### src/rtl/cause_count_ctl.sv
module cause_count_ctl #(
  parameter int CNT_W  = 32,
  parameter int DC_BIT = 27,
  parameter int SW_LO  = 8,
  parameter logic [31:0] BASE_MASK = 32'h00C00300
) (
  input  logic             clk,
  input  logic             rst_n,
  input  logic             wr_en,
  input  logic [31:0]      wr_data,
  input  logic             rev2_en,
  output logic [31:0]      rd_data,
  output logic             count_en,
  output logic [CNT_W-1:0] count_val,
  output logic [1:0]       soft_irq
);
  localparam logic [31:0] DC_MASK = 32'd1 << DC_BIT;
  localparam logic [CNT_W-1:0] CNT_ONE = CNT_W'(1);

  logic [31:0]      cause_q, cause_d, wmask, flips;
  logic             run_q;
  logic [CNT_W-1:0] cnt_q;
  logic [1:0]       swi_q;

  assign wmask   = BASE_MASK | (rev2_en ? DC_MASK : 32'd0);
  assign cause_d = wr_en ? ((cause_q & ~wmask) | (wr_data & wmask)) : cause_q;
  assign flips   = cause_q ^ cause_d;

  always_ff @(posedge clk) begin
    if (!rst_n) cause_q <= '0;
    else        cause_q <= cause_d;
  end

  always_ff @(posedge clk) begin
    if (!rst_n)             run_q <= 1'b1;
    else if (flips[DC_BIT]) run_q <= ~cause_d[DC_BIT];
  end

  always_ff @(posedge clk) begin
    if (!rst_n)     cnt_q <= '0;
    else if (run_q) cnt_q <= cnt_q + CNT_ONE;
  end

  for (genvar i = 0; i < 2; i++) begin : g_swi
    always_ff @(posedge clk) begin
      if (!rst_n)                swi_q[i] <= 1'b0;
      else if (flips[SW_LO + i]) swi_q[i] <= cause_d[SW_LO + i];
    end
  end

  assign rd_data   = cause_q;
  assign count_en  = run_q;
  assign count_val = cnt_q;
  assign soft_irq  = swi_q;
endmodule


### config.mk
export PLATFORM = sky130hd
export DESIGN_NAME = cause_count_ctl
export DESIGN_NICKNAME = d
export VERILOG_FILES = /design/src/rtl/cause_count_ctl.sv
export SDC_FILE = /design/constraint.sdc
export NUM_CORES = 1
export LEC_CHECK = 0
export BUFFER_PORTS_ARGS = -buffer_cell sky130_fd_sc_hd__buf_4
export CELL_PAD_IN_SITES_DETAIL_PLACEMENT = 1
export CELL_PAD_IN_SITES_GLOBAL_PLACEMENT = 1
export CORE_AREA = 4 4 85 87
export DETAILED_ROUTE_END_ITERATION = 7
export DIE_AREA = 0 0 89 91
export HOLD_SLACK_MARGIN = 0.06
export PLACE_DENSITY = 0.82
export SYNTH_ARGS = -nofsm -noshare
export SYNTH_HDL_FRONTEND = slang
export SYNTH_SLANG_ARGS = --single-unit
### constraint.sdc
create_clock -name clk -period 2.3 [get_ports clk]
set_clock_uncertainty 0.2 [all_clocks]
set_input_delay 0.115 -clock clk [delete_from_list [all_inputs] [get_ports clk]]
set_output_delay 0.115 -clock clk [all_outputs]
set_load 0.005 [all_outputs]
==> metrics <==
Worst EP arrival=~2.2 ns; Residual DRC=0; critical path's slowest cell=dlygate4sd3_1; R2R depth=4; Iter 0 DRT Violations=71; final slew viol count=0; vias in the first global route=1815; CP Launch Type=input pin; root buf cell=clkbuf_8; fin area=2610 µm²; Core Box Area=6350 µm²; status=completed; Peak VDD IR=312 µV; most used cell, CP=dlygate4sd3_1; Resized Gates After CTS=0; worst reg2reg startpoint=count_val[6]$_SDFFE_PN0P_; first-pass GRT wire length=8.61 mm; critical path class=in -> reg; hold worst-path end=soft_irq[1]$_SDFFE_PN0P_; remaining antenna violation count after routing=0; Fillers=between 700 and 800; nets@finish=333; Worst setup EP type=flip-flop; Setup Buffers After CTS=0; part of the Yosys area used for sequential elements=39.2%; period utilization=92.8%; # port buffers=48; initial antenna violation count=0; maximum root-to-sink buffer count=2; HP Start=wr_en; gr ovfl total=0; GPL Wtd Cong=0.730; largest area contributor in the netlist=dfxtp_1; post-DR wirelength/cell=13.9 µm; Achievable Freq=approximately 0.47 GHz; clock sink total=40; Pwr Density=533 nW/µm²; unrepaired setup endpoints after global routing=false; setup TNS=0 ns; CP cell instances=dlygate4sd3_1, buf_4, nand2_1, dlygate4sd3_1, nand2_1, a21oi_1, dlygate4sd3_1; H-tree depth=2; Cells after Synth=233; placed cell areas=between 2000 and 2500 µm²; most frequent cells in the layout=buf_4 (55), dfxtp_1 (40), conb_1 (27); HPWL Detailed=approximately 3.8 mm; number of diodes=0; Cell variety after synth=31; Synth area leaders=dfxtp_1 (39%), buf_4 (11%), a21oi_1 (5.6%); Hold Violations, Final=0; count of final setup violators=0; Via Count=roughly 1800; Die ar.=8100 µm²; Reg clk slew, reported paths=0.08 ns; Leak=0.00107 µW; top-area cell type share of the netlist area=slightly below 40%; reg-to-reg endpoint=count_val[25]$_SDFFE_PN0P_; Max-Cap Viols=0; layout cells sized above 1=a little under a quarter; largest net degree at the start of global routing=23; reg2reg setup slack=0.22 ns; CTS tree=yes; max incr delay on CP=roughly 0.56 ns; most common cell after layout, fill and taps aside=buf_4; final WL=approximately 5.2 mm; die width=89 µm; Area Growth Syn to Fin=27.9%; WP data required=2.34 ns; fin crit period=2.13 ns; cell count of the worst hold path=4; drt first pass iters=4; HP Class=in -> reg; synthesized cell area=2040 µm²; Die Span Y=91 µm; Yosys warnings=0; average cell area after synthesis=8.76 µm²; row cnt=29; clk_lat worst skew=0.29 ns; Starting Density=32.2%; Pwr Total=1390 µW; IO Pins=103; register bit count reported by yosys=40; Vias/cell=4.95; Total GRT Usage=between 10% and 20%; CTS Buf Count=5; crit path max fanout=2
state kept, by name, indices dropped and copies added, names as in the netlist, named ones only:
signal and count:
count_val 32, rd_data 3, soft_irq 2, count_en 1
final cells by class:
| class | count | area [µm²] | area share [%] |
|---|---|---|---|
| Tap cell | 77 | 96.3 | 3.69 |
| Inverter | 7 | 26.3 | 1.01 |
| Timing Repair Buffer | 68 | 543 | 20.8 |
| Multi-Input combinational cell | 174 | 1050 | 40.2 |
| Clock buffer | 7 | 96.3 | 3.69 |
| Sequential cell | 40 | 801 | 30.7 |
routing by layer:
metal | wire, µm | global-route usage, % | vias to the layer above
met5 | 0 | 0 | -
met4 | 53 | 4.09 | 0
met3 | 282 | 2.90 | 5
met2 | 2700 | 23.1 | 45
met1 | 2170 | 15.8 | 882
li1 | - | - | 914
kinds of logic after synthesis:
kind of cell,Yosys count,share of synthesized area (%)
buffers and inverters,45,14.2
AND/OR/NAND/NOR,83,24.5
other,1,0.184
XOR/XNOR,11,4.72
multiplexers,7,3.43
AO/OA/AOI/OAI,45,13.2
flip-flops,40,39.2
adder cells (fa/ha/maj),1,0.613
report_power, final:
group / internal, µW / switching (µW) / leakage [µW]
clock: 267 / 246 / 0.0000503
combinational: 79.8 / 68.7 / 0.000694
sequential: 711 / 20.5 / 0.000324
total: 1060 / 335 / 0.00107
worst max-delay path, delay by kind of cell:
family | cells | cell delay [ns]
compound gates | 1 | 0.13
simple gates | 2 | 0.13
buf+inv | 4 | 1.79
stage by stage:
stage / cells / setup WS, ns / util (%) / hold WS, ns
2_1_floorplan: 259 / 0.451 / - / -0.00877
3_3_place_gp: 353 / 0.297 / 37.6 / 0.156
3_5_place_dp: 353 / 0.220 / 37.6 / 0.166
4_1_cts: 373 / 0.187 / 41.1 / 0.0995
5_1_grt: 373 / 0.0383 / 41.1 / 0.128
6_report: 373 / 0.166 / 41.1 / 0.112
cell usage after synthesis:
| master | number |
|---|---|
| nand2b_1 | 2 |
| nand3_1 | 10 |
| and2_1 | 2 |
| nor2_1 | 18 |
| conb_1 | 1 |
| mux2i_1 | 7 |
| or4_1 | 15 |
| nand4_4 | 2 |
| ha_1 | 1 |
| o21a_1 | 1 |
| o31ai_1 | 15 |
| a21oi_1 | 23 |
| xor2_1 | 8 |
| and3_1 | 2 |
| o21ai_0 | 5 |
| buf_6 | 1 |
| clkinv_1 | 1 |
| and4_4 | 1 |
| buf_4 | 29 |
| nand2_1 | 11 |
| and4_1 | 5 |
| nor4_1 | 3 |
| nand4_1 | 8 |
| or3_1 | 2 |
| buf_2 | 3 |
| dfxtp_1 | 40 |
| o31a_1 | 1 |
| or2_2 | 2 |
| clkbuf_1 | 5 |
| xnor2_1 | 3 |
| inv_1 | 6 |
repair_timing:
action,CTS,global route
hold endpoints to repair,11,0
hold buffers,13,0
setup endpoints to repair,0,0
how the worst max path moves through the flow:
stage | start | end | slack [ns] | cells past startpoint
3_3_place_gp | count_val[8]$_SDFFE_PN0P_ | count_val[17]$_SDFFE_PN0P_ | 0.30 | 4
5_1_grt | count_val[8]$_SDFFE_PN0P_ | count_val[25]$_SDFFE_PN0P_ | 0.04 | 4
4_1_cts | count_val[6]$_SDFFE_PN0P_ | count_val[25]$_SDFFE_PN0P_ | 0.19 | 4
2_1_floorplan | count_en$_SDFFE_PN1P_ | count_val[29]$_SDFFE_PN0P_ | 0.45 | 7
3_5_place_dp | count_val[6]$_SDFFE_PN0P_ | count_val[25]$_SDFFE_PN0P_ | 0.22 | 4
6_report | rev2_en | rd_data[27]$_SDFF_PN0_ | 0.17 | 7
(Power assumes the default switching activity.)
